`src/rtl/i2c_flag_pkg.sv`:
```
// Shared constants and types for the I2C status flag tracker.
// Assumes byte positions counted 0..8 with 8 as the acknowledge slot.
package i2c_flag_pkg;
    localparam int BIT_W   = 4;
    localparam int ACK_IDX = 8;
    localparam int BYTE_W  = 8;
    localparam int ADDR_W  = 10;
    localparam logic [4:0]        TEN_PREFIX = 5'b11110;
    localparam logic [BYTE_W-1:0] GC_BYTE    = 8'h00;

    // Where the address decoder stands within the current transfer.
    typedef enum logic [1:0] {
        PH_FIRST  = 2'd0,
        PH_SECOND = 2'd1,
        PH_DATA   = 2'd2
    } addr_phase_t;
endpackage

```
`src/rtl/i2c_scl_edge.sv`:
```
// Registers the SCL level and reports one-cycle rise and fall pulses.
// Assumes scl_in is already synchronised; idle level is high.
module i2c_scl_edge (
    input  logic clk,
    input  logic rst_n,
    input  logic scl_in,
    output logic scl_rise,
    output logic scl_fall
);
    logic scl_q;

    // Hold the previous SCL sample; reset to the idle-high level.
    always_ff @(posedge clk) begin
        if (!rst_n) scl_q <= 1'b1;
        else        scl_q <= scl_in;
    end

    // Compare current and previous samples for edges.
    always_comb begin
        scl_rise = scl_in & ~scl_q;
        scl_fall = ~scl_in & scl_q;
    end
endmodule

```
`src/rtl/i2c_addr_decode.sv`:
```
// Tracks the address bytes after each start and reports slave matches.
// Assumes byte_done pulses once per received byte, the first byte after a
// start being the address. In 10-bit mode a prefix byte precedes the low byte.
module i2c_addr_decode
    import i2c_flag_pkg::*;
(
    input  logic              clk,
    input  logic              rst_n,
    input  logic              bus_ev,
    input  logic              byte_done,
    input  logic [BYTE_W-1:0] rx_byte,
    input  logic [ADDR_W-1:0] own_addr,
    input  logic              ten_bit_en,
    input  logic              ack_evt,
    output logic              hit_own,
    output logic              hit_read,
    output logic              hit_gc,
    output logic              first_done,
    output logic              addr_ack_due,
    output logic              first_rw
);
    addr_phase_t phase_q;
    logic        hi_ok_q;
    logic        pend_q;
    logic        rw_q;
    logic        is_first, is_second, m7, pfx_ok, m10;

    // Classify the incoming byte and compare it against the own address.
    always_comb begin
        is_first  = byte_done && (phase_q == PH_FIRST);
        is_second = byte_done && (phase_q == PH_SECOND);
        m7        = is_first && !ten_bit_en && (rx_byte[7:1] == own_addr[6:0]);
        pfx_ok    = is_first && ten_bit_en && (rx_byte[7:3] == TEN_PREFIX)
                    && (rx_byte[2:1] == own_addr[9:8]);
        m10       = is_second && hi_ok_q && (rx_byte == own_addr[7:0]);
        hit_own   = m7 | m10;
        hit_read  = m7 & rx_byte[0];
        hit_gc    = is_first && (rx_byte == GC_BYTE);
    end

    // Advance the address phase; any bus condition restarts it.
    always_ff @(posedge clk) begin
        if (!rst_n || bus_ev)  phase_q <= PH_FIRST;
        else if (is_first)     phase_q <= pfx_ok ? PH_SECOND : PH_DATA;
        else if (is_second)    phase_q <= PH_DATA;
    end

    // Remember whether the 10-bit prefix matched.
    always_ff @(posedge clk) begin
        if (!rst_n || bus_ev) hi_ok_q <= 1'b0;
        else if (is_first)    hi_ok_q <= pfx_ok;
    end

    // Latch the R/W bit of the first byte and flag its pending acknowledge.
    always_ff @(posedge clk) begin
        if (!rst_n || bus_ev) begin
            pend_q <= 1'b0;
            rw_q   <= 1'b0;
        end else if (is_first) begin
            pend_q <= 1'b1;
            rw_q   <= rx_byte[0];
        end else if (ack_evt) begin
            pend_q <= 1'b0;
        end
    end

    assign first_done   = (phase_q != PH_FIRST);
    assign addr_ack_due = pend_q;
    assign first_rw     = rw_q;


    ten_needs_prefix_chk: assert property (@(posedge clk) disable iff (!rst_n)
        (byte_done && phase_q == PH_SECOND) |-> hi_ok_q);
endmodule

```
`src/rtl/i2c_arb_monitor.sv`:
```
// Keeps the arbitration-lost flag and reports each loss event.
// Assumes mss/trx describe the node's role in the current cycle; clearing
// register writes beat any same-cycle loss event.
module i2c_arb_monitor
    import i2c_flag_pkg::*;
#(
    parameter int BW  = BIT_W,
    parameter int ACK = ACK_IDX
) (
    input  logic          clk,
    input  logic          rst_n,
    input  logic          scl_rise,
    input  logic          scl_fall,
    input  logic          sda_in,
    input  logic          sda_out,
    input  logic          cond_gen,
    input  logic [BW-1:0] bit_idx,
    input  logic          ev_rstart,
    input  logic          mss,
    input  logic          trx,
    input  logic          first_done,
    input  logic          wr_int_clr,
    input  logic          wr_mss,
    input  logic          wr_mss_val,
    output logic          arb_lost,
    output logic          loss_evt
);
    localparam logic [BW-1:0] ACK_POS = BW'(ACK);

    logic mism, foreign_rs, cond_fail, wclr;

    // Detect the three loss causes and the clearing writes.
    always_comb begin
        mism       = scl_rise && mss && trx && sda_out && !sda_in && (bit_idx != ACK_POS);
        foreign_rs = ev_rstart && mss && !cond_gen && (bit_idx == '0) && first_done;
        cond_fail  = cond_gen && scl_fall;
        loss_evt   = mism | foreign_rs | cond_fail;
        wclr       = wr_int_clr | (wr_mss & wr_mss_val);
    end

    // Flag register: write clear first, then loss set.
    always_ff @(posedge clk) begin
        if (!rst_n)        arb_lost <= 1'b0;
        else if (wclr)     arb_lost <= 1'b0;
        else if (loss_evt) arb_lost <= 1'b1;
    end


    mismatch_sets_chk: assert property (@(posedge clk) disable iff (!rst_n)
        (scl_rise && mss && trx && sda_out && !sda_in && bit_idx != ACK_POS && !wr_int_clr && !wr_mss)
        |=> arb_lost);

    cond_fail_sets_chk: assert property (@(posedge clk) disable iff (!rst_n)
        (cond_gen && scl_fall && !wr_int_clr && !wr_mss) |=> arb_lost);

    write_clears_chk: assert property (@(posedge clk) disable iff (!rst_n)
        (wr_int_clr || (wr_mss && wr_mss_val)) |=> !arb_lost);
endmodule

```
`src/rtl/i2c_status_flags.sv`:
```
// Top of the status flag tracker: last-ack, transmit, addressed and
// general-call flags, plus bus-busy tracking, around the arbitration monitor
// and address decoder. Assumes all event and write inputs are one-cycle strobes.
module i2c_status_flags
    import i2c_flag_pkg::*;
#(
    parameter int BW  = BIT_W,
    parameter int ACK = ACK_IDX
) (
    input  logic              clk,
    input  logic              rst_n,
    input  logic              scl_in,
    input  logic              sda_in,
    input  logic              sda_out,
    input  logic              cond_gen,
    input  logic [BW-1:0]     bit_idx,
    input  logic              ev_start,
    input  logic              ev_rstart,
    input  logic              ev_stop,
    input  logic              byte_done,
    input  logic [BYTE_W-1:0] rx_byte,
    input  logic [ADDR_W-1:0] own_addr,
    input  logic              ten_bit_en,
    input  logic              mss,
    input  logic              int_flag,
    input  logic              wr_int_clr,
    input  logic              wr_mss,
    input  logic              wr_mss_val,
    input  logic              wr_scc_set,
    output logic              arb_lost,
    output logic              last_bit,
    output logic              xmit,
    output logic              addr_slave,
    output logic              gen_call
);
    localparam logic [BW-1:0] ACK_POS = BW'(ACK);

    logic scl_rise, scl_fall;
    logic bus_ev, busy_q, idle_evt, ack_evt;
    logic hit_own, hit_read, hit_gc, first_done, addr_ack_due, first_rw;
    logic loss_evt, slave_hit;
    logic trx_wclr, trx_hclr, trx_set;

    i2c_scl_edge u_edge (
        .clk      (clk),
        .rst_n    (rst_n),
        .scl_in   (scl_in),
        .scl_rise (scl_rise),
        .scl_fall (scl_fall)
    );

    i2c_addr_decode u_addr (
        .clk          (clk),
        .rst_n        (rst_n),
        .bus_ev       (bus_ev),
        .byte_done    (byte_done),
        .rx_byte      (rx_byte),
        .own_addr     (own_addr),
        .ten_bit_en   (ten_bit_en),
        .ack_evt      (ack_evt),
        .hit_own      (hit_own),
        .hit_read     (hit_read),
        .hit_gc       (hit_gc),
        .first_done   (first_done),
        .addr_ack_due (addr_ack_due),
        .first_rw     (first_rw)
    );

    i2c_arb_monitor #(.BW(BW), .ACK(ACK)) u_arb (
        .clk        (clk),
        .rst_n      (rst_n),
        .scl_rise   (scl_rise),
        .scl_fall   (scl_fall),
        .sda_in     (sda_in),
        .sda_out    (sda_out),
        .cond_gen   (cond_gen),
        .bit_idx    (bit_idx),
        .ev_rstart  (ev_rstart),
        .mss        (mss),
        .trx        (xmit),
        .first_done (first_done),
        .wr_int_clr (wr_int_clr),
        .wr_mss     (wr_mss),
        .wr_mss_val (wr_mss_val),
        .arb_lost   (arb_lost),
        .loss_evt   (loss_evt)
    );

    // Combine bus events and the role-dependent set/clear causes.
    always_comb begin
        bus_ev    = ev_start | ev_rstart | ev_stop;
        idle_evt  = busy_q & ev_stop;
        ack_evt   = scl_rise && (bit_idx == ACK_POS);
        slave_hit = hit_own & ~mss;
        trx_wclr  = mss & int_flag & (wr_scc_set | (wr_mss & ~wr_mss_val));
        trx_hclr  = idle_evt | loss_evt
                  | (ack_evt & ~mss & xmit & sda_in)
                  | (ack_evt & mss & addr_ack_due & first_rw)
                  | (slave_hit & ~hit_read);
        trx_set   = ((ev_start | ev_rstart) & mss) | (slave_hit & hit_read);
    end

    // Bus-busy: raised by a start, dropped by a stop.
    always_ff @(posedge clk) begin
        if (!rst_n)                     busy_q <= 1'b0;
        else if (ev_start || ev_rstart) busy_q <= 1'b1;
        else if (ev_stop)               busy_q <= 1'b0;
    end

    // Last acknowledge bit, cleared by any bus condition.
    always_ff @(posedge clk) begin
        if (!rst_n || bus_ev) last_bit <= 1'b0;
        else if (ack_evt)     last_bit <= sda_in;
    end

    // Transmit flag: write clears, then hardware clears, then sets.
    always_ff @(posedge clk) begin
        if (!rst_n)        xmit <= 1'b0;
        else if (trx_wclr) xmit <= 1'b0;
        else if (trx_hclr) xmit <= 1'b0;
        else if (trx_set)  xmit <= 1'b1;
    end

    // Addressed-as-slave flag.
    always_ff @(posedge clk) begin
        if (!rst_n || bus_ev) addr_slave <= 1'b0;
        else if (slave_hit)   addr_slave <= 1'b1;
    end

    // General-call flag, only while not master.
    always_ff @(posedge clk) begin
        if (!rst_n || bus_ev)  gen_call <= 1'b0;
        else if (hit_gc && !mss) gen_call <= 1'b1;
    end


    lrb_bus_clear_chk: assert property (@(posedge clk) disable iff (!rst_n)
        (ev_start || ev_rstart || ev_stop) |=> !last_bit);

    slave_flags_clear_chk: assert property (@(posedge clk) disable iff (!rst_n)
        (ev_start || ev_rstart || ev_stop) |=> (!addr_slave && !gen_call));

    loss_drops_trx_chk: assert property (@(posedge clk) disable iff (!rst_n)
        $rose(arb_lost) |-> !xmit);

    scc_drops_trx_chk: assert property (@(posedge clk) disable iff (!rst_n)
        (mss && int_flag && wr_scc_set) |=> !xmit);

    no_gc_as_master_chk: assert property (@(posedge clk) disable iff (!rst_n)
        $rose(gen_call) |-> !$past(mss));
endmodule

```
`config.mk`:
```
export PLATFORM = sky130hd
export DESIGN_NAME = i2c_status_flags
export DESIGN_NICKNAME = d
export VERILOG_FILES = /design/src/rtl/i2c_flag_pkg.sv /design/src/rtl/i2c_scl_edge.sv /design/src/rtl/i2c_addr_decode.sv /design/src/rtl/i2c_arb_monitor.sv /design/src/rtl/i2c_status_flags.sv
export SDC_FILE = /design/constraint.sdc
export NUM_CORES = 1
export LEC_CHECK = 0
export BUFFER_PORTS_ARGS = -buffer_cell sky130_fd_sc_hd__buf_2
export CORE_ASPECT_RATIO = 0.6
export CORE_UTILIZATION = 30
export CTS_CLUSTER_SIZE = 20
export DETAILED_ROUTE_END_ITERATION = 7
export PLACE_DENSITY = 0.56
export SYNTH_ARGS = -nofsm -noshare
export SYNTH_HDL_FRONTEND = slang
export SYNTH_SLANG_ARGS = --single-unit
```
`constraint.sdc`:
```
create_clock -name clk -period 2.13 [get_ports clk]
set_input_delay 0.213 -clock clk [delete_from_list [all_inputs] [get_ports clk]]
set_output_delay 0.213 -clock clk [all_outputs]
set_load 0.01 [all_outputs]
```
======== Yosys cells after proc, flatten, opt, wreduce, memory -nomap -nowiden ========
Cells that the tools add are included.
W data, S select, Z words.
operators by class
  add/subtract/negate cells ............... 0
  multiply operators ...................... 0
  div/mod/pow operators ................... 0
  order comparisons ....................... 0
  equality and inequality tests ........... 7
  shifts and indexed selects .............. 0
  mux-type cells .......................... 7
  bitwise logic cells ..................... 36
  reduce and logical (&&, ||, !) cells .... 38
operators with widths
  kind                  number
  $logic_and A1 B1 Y1   22
  $and A1 B1 Y1         18
  $or A1 B1 Y1          12
  $eq A8 B8 Y1          1
  $logic_not A8 Y1      1
  $reduce_bool A2 Y1    4
  $eq A7 B7 Y1          1
  $mux W2               3
  $not A1 Y1            6
  $eq A5 B5 Y1 const B  1
  $logic_not A1 Y1      5
  $eq A4 B4 Y1 const B  1
  $logic_not A4 Y1      1
  $mux W1               4
  $ne A4 B4 Y1 const B  1
  $reduce_or A3 Y1      1
  $eq A2 B1 Y1 const B  1
  $eq A2 B2 Y1          1
  $logic_not A2 Y1      1
  $logic_or A1 B1 Y1    2
  $reduce_or A2 Y1      1
storage, ports and cells
  register bits ........................... 12
  latch bits .............................. 0
  memory bits (writable) .................. 0
  memory bits (read-only) ................. 0
  input port bits ......................... 39
  output and inout bits ................... 5
  word-level logic and storage cells ...... 99
  memories ................................ 0

======== Depth between registers and ports, before layout ========
Gate-level depths: netlist (run 1).
  depth in word-level cells ............... 14
  mapped depth ............................ 6
  gate-level depth less buffers ........... 5

======== Modules after synthesis ========
From an unflattened synthesis (run 1), not the netlist that was laid out.
second synthesis, totals
  cell total of the unflattened synthesis .. 108
  area, all modules ....................... 879.6 um^2
by module, submodules not included
  module            instances  cells each  area an instance (um^2)  sequential area each (um^2)
  i2c_addr_decode   1          57          457.9                    100.1
  i2c_status_flags  1          33          276.5                    100.1
  i2c_arb_monitor   1          14          106.4                    20.0
  i2c_scl_edge      1          4           38.8                     20.0

======== Worst setup path after synthesis (run 1) ========
No wires, ideal clock.
  kind .................................... register -> register
  start ................................... register u_addr.phase_q[0]
  end ..................................... register xmit
  setup time .............................. 0.070 ns
  arrival time ............................ 1.515 ns
  data required time ...................... 2.060 ns
  slack ................................... 0.545 ns
  stages on the path, launching flop included .. 7
  buffers on the path ..................... 1
  clock period less this slack ............ 1.585 ns
  cells stage by stage .................... dfxtp_1 -> or3b_1 -> buf_2 -> nor3_2 -> nand3_1 -> a311o_1 -> a21oi_1
between the ends
  word-level cells in the longest chain between the ends .. 9
  elaborated cells on any way between the ends .. 24
  those cells by class .................... 1 x eq/ne; 13 x bitwise; 10 x reduce/logical
ends and longest elaborated chain
  what                                                  RTL line                                                             source
  start, declared                                       i2c_addr_decode.sv:22                                                addr_phase_t phase_q;
  start signal, assigned                                i2c_addr_decode.sv:44                                                else if (is_first) phase_q <= pfx_ok ? PH_SECOND : PH_DATA;
  $reduce_bool A2 Y1 (tied with other cells)            i2c_addr_decode.sv:67                                                assign first_done = (phase_q != PH_FIRST);
  $logic_and A1 B1 Y1, on equally long branches         i2c_arb_monitor.sv:35, i2c_addr_decode.sv:30, i2c_addr_decode.sv:31
  $or A1 B1 Y1 (tied with other cells) (2 in series)    i2c_arb_monitor.sv:37                                                loss_evt = mism | foreign_rs | cond_fail;
  $or A1 B1 Y1 (tied with other cells)                  i2c_status_flags.sv:96                                               trx_hclr = idle_evt | loss_evt
  $or A1 B1 Y1 (tied with other cells)                  i2c_status_flags.sv:97                                               | (ack_evt & ~mss & xmit & sda_in)
  $or A1 B1 Y1 / $and A1 B1 Y1 (equally long branches)  i2c_status_flags.sv:98, i2c_status_flags.sv:99
  $or A1 B1 Y1                                          i2c_status_flags.sv:99                                               | (slave_hit & ~hit_read);
  $reduce_or A3 Y1 (no line)                            --
  end signal, assigned                                  i2c_status_flags.sv:118                                              if (!rst_n) xmit <= 1'b0;
  end signal, assigned                                  i2c_status_flags.sv:119                                              else if (trx_wclr) xmit <= 1'b0;
  end signal, assigned                                  i2c_status_flags.sv:120                                              else if (trx_hclr) xmit <= 1'b0;
  end, declared                                         i2c_status_flags.sv:32                                               output logic xmit,
Several ways; a longest one is shown, not always the timed one.
A chain may end at the register's enable or synchronous reset.

======== Worst setup path after layout (run 1) ========
Ends and elaborated chain as after synthesis.

==> out/qor.yml, run 1 <==
critical_path:
  ff2ff_setup_slack_ps: 420
  worst_ep_required_time_ps: 2300
  endpoint_kind: "flip-flop"
  r2r-end: "xmit"
  cp-startpoint: "u_addr.phase_q[0]"
  rr_worst_depth: 5
  r2r_start: "u_addr.phase_q[0]"
  critPathMaxFanout: 5
  crit_type: "flip-flop to flip-flop"
  crit_arrival_ps: 1880
  start_kind: "flip-flop"
floorplanning:
  die_w_um: 68.4
  dieArea_um2: 2860
  ios: 44
  core-area_um2: 2500
  rows: 14
  start_util_pct: 31.7
  dieHeight_um: 41.8
routing:
  vias: 847
  drt_wl_total_um: 2140
  drc_errors: 0
  drt-initial-drc-count: 73
  viasPerCell: 4.90
  dr.pass1.iters: 4
  wire_per_inst_um: 12.4
  ant_nets: 0
clocking:
  clock-sinks: 12
  worstSkewPairLatency_ps: 240
  cts_root_buffer: "clkbuf_8"
  ctsHoldBuffers: 0
  cts_tree: "built"
  h-tree-depth: 1
  cts_resized: 0
  clock_path_buffers: 2
  clk_pin_slew_ps: 50
  postCtsSetupBuffers: 0
  cts_made_buffers: 3
pwr:
  fin_total_pwr_mw: 0.599
  p_per_area_nw_per_um2: 551
  peakVddDrop_mv: 0.209
  p_leak_nw: 0.481
layout:
  syn2layout_area_growth_pct: 37.1
  largest_reg_flops: 2
  max_flop_register: "u_addr.phase_q"
  final_nets: 181
  fin_cells: 173
  drive_above_1_share_pct: 36.2
  final_util_pct: 43.4
  diodes: 0
hold_path:
  hold_start: "wr_int_clr"
  hp-class: "primary input to flip-flop"
  holdPathEnd: "u_arb.arb_lost"
  holdPathStages: 2
global_route:
  antenna_found_initial: 0
  grt_usage_pct: 16.1
  grt_pass1_wl_um: 3330
  grt_max_degree: 11
  grt-ovfl-total: 0
  grt_pass1_vias: 786
synthesis:
  synth_fp_nets: 135
  netlist_area_um2: 793
  synthCells: 96
  synth_edf_count: 0
  postSynthAreaPerCell_um2: 8.26
  synthArstFlopShare_pct: 0
  seq_area_frac_synth_pct: 30.3
  ys.flop_type: "dfxtp_1"
  synth-seq-cells: 12
  synth.distinct_cells: 33
  yosysWarningCount: 0
sta:
  fmax_ghz: 0.586
  rsz0062_at_grt: "false"
  fin_crit_ps: 1710
  finalSetupViolations: 0
  timing.final.crit_share_pct: 80.1
  worstMarginPinSlew_ps: 371
  finClkSkew_ps: 2.00
  finalSetupTns_ps: 0
  finalMaxSlewViolations: 0
  slew_headroom_pct: 74.9
  timing.hold.ws_ps: 147
  hold_violations: 0
outcome:
  status: "finished clean"
place:
  portBuffers: 43
  placedCellCount: 169
  post-dp-hpwl_um: 1750
  gp_congestion: 0.826
run:
  cap_violations: 0
synthesized netlist by cell type, drive strengths merged, types with 2 or more instances:
library cell,n,share of area (%)
nor3,3,2.5
mux2i,2,2.5
xor2,15,17
dfxtp,12,30
nor2,9,4.3
nand2,8,3.8
nand3,4,2.5
a21oi,6,3.8
nand3b,3,2.8
xnor2,2,2.2
o21ai,3,1.9
nor4,5,3.9
buf,2,2.0
inv,3,1.4
nand2b,3,2.4
worst max-delay path, cell delays in order (launching register included):
cell and delay [ps]:
dfxtp_1 320, or3b_1 480, nor3_2 210, nand3_1 140, a311o_1 340, a21oi_1 150
power by group:
part / leakage, nW / switching [mW] / internal [mW]
combinational: 0.355 / 0.0601 / 0.0572
clock: 0.0288 / 0.0852 / 0.163
sequential: 0.0976 / 0.00324 / 0.230
layer usage:
metal  vias up  global-route usage [%]  share of wire [%]
met5         -                       0                  0
li1        437                       -                  -
met3         4                    4.40                5.3
met1       382                    23.7                 53
met2        24                    21.2                 39
met4         0                    7.50                2.1
cells by family (layout without fill, tap and decap cells):
group | Yosys count | after routing | share of synthesized area, %
simple gates | 43 | 43 | 30.4
compound gates | 17 | 17 | 14.5
flops | 12 | 12 | 30.3
buf+inv | 5 | 50 | 3.47
mux | 2 | 2 | 2.52
xor+xnor | 17 | 17 | 18.8
per-stage QoR:
step / setup slack [ps] / area, µm²
2_1_floorplan: 545 / 793
3_3_place_gp: 477 / 1030
3_5_place_dp: 436 / 1030
4_1_cts: 428 / 1090
5_1_grt: 348 / 1090
6_report: 425 / 1090
how the worst max path moves through the flow:
stage | cells after the start | end | slack (ps)
floorplan | 6 | xmit | 550
global placement | 6 | xmit | 480
detailed placement | 5 | xmit | 440
CTS | 5 | xmit | 430
global route | 5 | xmit | 350
finish | 5 | xmit | 420
layout by cell type, fill, tap and decap left out, drive strengths merged, types with 2 or more instances in the layout:
master	n
buf	43
a21oi	6
nand3b	3
clkbuf	4
dfxtp	12
xnor2	2
nand2	8
inv	3
xor2	15
nor2	9
nor3	3
nand2b	3
nor4	5
o21ai	3
nand3	4
mux2i	2
layout make-up:
| cell class | instances | area (µm²) |
|---|---|---|
| fillers | 276 | 1420 |
| multi-input cells | 79 | 526 |
| flip-flops and latches | 12 | 240 |
| repair buffers | 43 | 215 |
| clock buffers | 4 | 55.1 |
| well taps | 32 | 40.0 |
| inverters | 3 | 11.3 |
Note: power is estimated with default switching activity, not from simulation.
==> run 2, diff against run 1 <==
Settings changed: ABC_AREA from default to 1, PLACE_DENSITY 0.56 to 0.52.
Clock period 2.13 ns to 1.6 ns, I/O delays scaled along.
==> out/qor.yml, run 2 <==
layout:
  final_common_cell: "nand2_1"  # was buf_2
  diodes: 0  # unchanged
  fin_cells: 271  # was 173
  syn2layout_area_growth_pct: 31.4  # was 37.1%
  final_nets: 266  # was 181
  final_cell_mix: "nand2_1 (59), buf_2 (43), inv_1 (22)"  # was buf_2 (43), xor2_1 (15), dfxtp_1 (12)
  fillers: 377  # was 276
  largest_reg_flops: 2  # unchanged
  multi_input_comb_area_um2: 681  # was 526 µm²
  design_area_um2: 1370  # was 1090 µm²
  max_flop_register: "u_addr.phase_q"  # unchanged
  drive_above_1_share_pct: 31.9  # was 36.2%
  ff_latch_area_um2: 240  # unchanged
critical_path:
  rr_worst_depth: 10  # was 5
  start_kind: "flip-flop"  # unchanged
  critPathMostFrequentCell: "nand2_4"
  crit_arrival_ps: 1350  # was 1880 ps
  critical_path.max_stage_delay_ps: 330  # was 480 ps
  cpLargestDelayFamily: "simple AND/OR/NAND/NOR gates"  # unchanged
  critPathMaxFanout: 5  # unchanged
  cp_num_buf_inv: 1  # was 0
  cp_num_cells: 10  # was 5
  crit_chain: "inv_2, nand2_4, nor2_8, nand2_4, nor2_4, nand3_2, nand2_2, nand3_1, nand2_1, nor2_2"  # was or3b_1, nor3_2, nand3_1, a311o_1, a21oi_1
  crit_type: "flip-flop to flip-flop"  # unchanged
  slowest_stage: "dfxtp_1"  # was or3b_1
  worst_ep_required_time_ps: 1740  # was 2300 ps
  endpoint_kind: "flip-flop"  # unchanged
synthesis:
  synth_edf_count: 0  # unchanged
  synth_top_area_share_pct: 23.1  # was 30.3%
  synth.distinct_cells: 27  # was 33
  yosysWarningCount: 0  # unchanged
  yosys-top-cells-count: "nand2_1 (59), inv_1 (22), nor2_1 (18), dfxtp_1 (12), a21oi_1 (11)"  # was xor2_1 (15), dfxtp_1 (12), nor2_1 (9), nand2_1 (8), a21oi_1 (6)
  ys.flop_type: "dfxtp_1"  # unchanged
  synth-seq-cells: 12  # unchanged
  synthArstFlopShare_pct: 0  # unchanged
  seq_area_frac_synth_pct: 23.1  # was 30.3%
  yosysMostFrequentCell: "nand2_1"  # was xor2_1
  synth.area.top_cells: "dfxtp_1 (23%), nand2_1 (21%), inv_1 (7.9%), nor2_1 (6.5%), a21oi_1 (5.3%)"  # was dfxtp_1 (30%), xor2_1 (17%), nor2_1 (4.3%), nor4_1 (3.9%), a21oi_1 (3.8%)
  synth_fp_nets: 218  # was 135
  synthCells: 179  # was 96
  postSynthAreaPerCell_um2: 5.82  # was 8.26 µm²
  synth_area_leader_cell: "dfxtp_1"  # unchanged
  netlist_area_um2: 1040  # was 793 µm²
routing:
  drt_wl_total_um: 2750  # was 2140 µm
  drt-initial-drc-count: 64  # was 73
  wire_per_inst_um: 10.2  # was 12.4 µm
  drc_errors: 0  # unchanged
  vias: 1203  # was 847
  viasPerCell: 4.44  # was 4.90
  dr.pass1.iters: 4  # unchanged
  ant_nets: 0  # unchanged
clocking:
  cts_resized: 0  # unchanged
  postCtsSetupBuffers: 0  # unchanged
  worstSkewPairLatency_ps: 240  # about the same
  clk_pin_slew_ps: 50  # about the same
  cts_root_buffer: "clkbuf_8"  # unchanged
  ctsHoldBuffers: 0  # unchanged
  cts_tree: "built"  # unchanged
  clock-sinks: 12  # unchanged
  clock_path_buffers: 2  # unchanged
  h-tree-depth: 1  # unchanged
  cts_made_buffers: 3  # unchanged
sta:
  finClkSkew_ps: 1.52  # was 2.00 ps
  finalMaxSlewViolations: 0  # unchanged
  finalSetupViolations: 0  # unchanged
  finalSetupTns_ps: 0  # unchanged
  fmax_ghz: 0.831  # was 0.586 GHz
  rsz0062_at_grt: "false"  # unchanged
  timing.hold.ws_ps: 93.7  # was 147 ps
  fin_ws_ps: 397  # was 425 ps
  timing.final.crit_share_pct: 75.2  # was 80.1%
  fin_crit_ps: 1200  # was 1710 ps
  worstMarginPinSlew_ps: 392  # was 371 ps
  hold_violations: 0  # unchanged
  slew_headroom_pct: 73.7  # was 74.9%
place:
  post-dp-hpwl_um: 2440  # was 1750 µm
  portBuffers: 43  # unchanged
  postPlaceCellArea_um2: 1310  # was 1030 µm²
  pre_cts_ws_ps: 394  # was 436 ps
  placedCellCount: 267  # was 169
  gp_congestion: 0.923  # was 0.826
pwr:
  p_per_area_nw_per_um2: 629  # was 551 nW/µm²
  p_leak_nw: 0.728  # was 0.481 nW
  peakVddDrop_mv: 0.289  # was 0.209 mV
global_route:
  antenna_found_initial: 0  # unchanged
  grt_max_degree: 8  # was 11
  grt_pass1_wl_um: 4590  # was 3330 µm
  grt-ovfl-total: 0  # unchanged
  grt_pass1_vias: 974  # was 786
  grt_usage_pct: 16.5  # was 16.1%
floorplanning:
  dieHeight_um: 47.6  # was 41.8 µm
  rows: 16  # was 14
  ios: 44  # unchanged
  die_w_um: 78.1  # was 68.4 µm
  start_util_pct: 31.7  # about the same
  dieArea_um2: 3720  # was 2860 µm²
  core-area_um2: 3280  # was 2500 µm²
run:
  cap_violations: 0  # unchanged
hold_path:
  holdPathStages: 2  # unchanged
  hp-class: "primary input to flip-flop"  # unchanged
outcome:
  status: "finished clean"  # unchanged
[run 2: final cells by class]
| cell class | count | share of cell area (%) |
|---|---|---|
| clock buffer | 4 | 4.03 |
| timing repair buffer | 43 | 15.7 |
| tap | 45 | 4.12 |
| multi-input combinational | 135 | 49.8 |
| sequential | 12 | 17.6 |
| inverter | 32 | 8.78 |
[run 2: path summary, 6_finish.rpt]
check | startpoint | end | slack, ps
worst max-delay path | u_addr.phase_q[1] | xmit | 400
worst min-delay path | rst_n | u_edge.scl_q | 90
worst max register to register | u_addr.phase_q[1] | xmit | 400
worst min register to register | u_arb.arb_lost | u_arb.arb_lost | 460
[run 2: through the flow]
step	util [%]	power, mW
global placement	40.0	0.537
global route	41.7	0.925
floorplan	-	0.440
CTS	41.7	0.874
finish	41.7	0.861
detailed placement	40.0	0.534
[run 2: routing by layer]
layer  vias up  wire, µm  part of all wire (%)  track usage (%)
li1        665         -                     -                -
met1       508      1530                    56             26.1
met2        27       982                    36             20.9
met3         3       227                   8.2             5.52
met4         0         8                  0.29             2.22
met5         -         0                     0                0
[run 2: power breakdown]
group          leakage (nW)  switching, mW  internal, mW  total (mW)
logic                 0.602          0.129        0.0880       0.217
registers            0.0976        0.00424         0.306       0.310
clock network        0.0288          0.116         0.218       0.333
[run 2: cell families after synthesis]
group	after synthesis	synth area share, %
AND/OR/NAND/NOR	112	52.5
flip-flops	12	23.1
AO/OA/AOI/OAI	21	11.2
buffers and inverters	32	11.5
XOR/XNOR	2	1.68
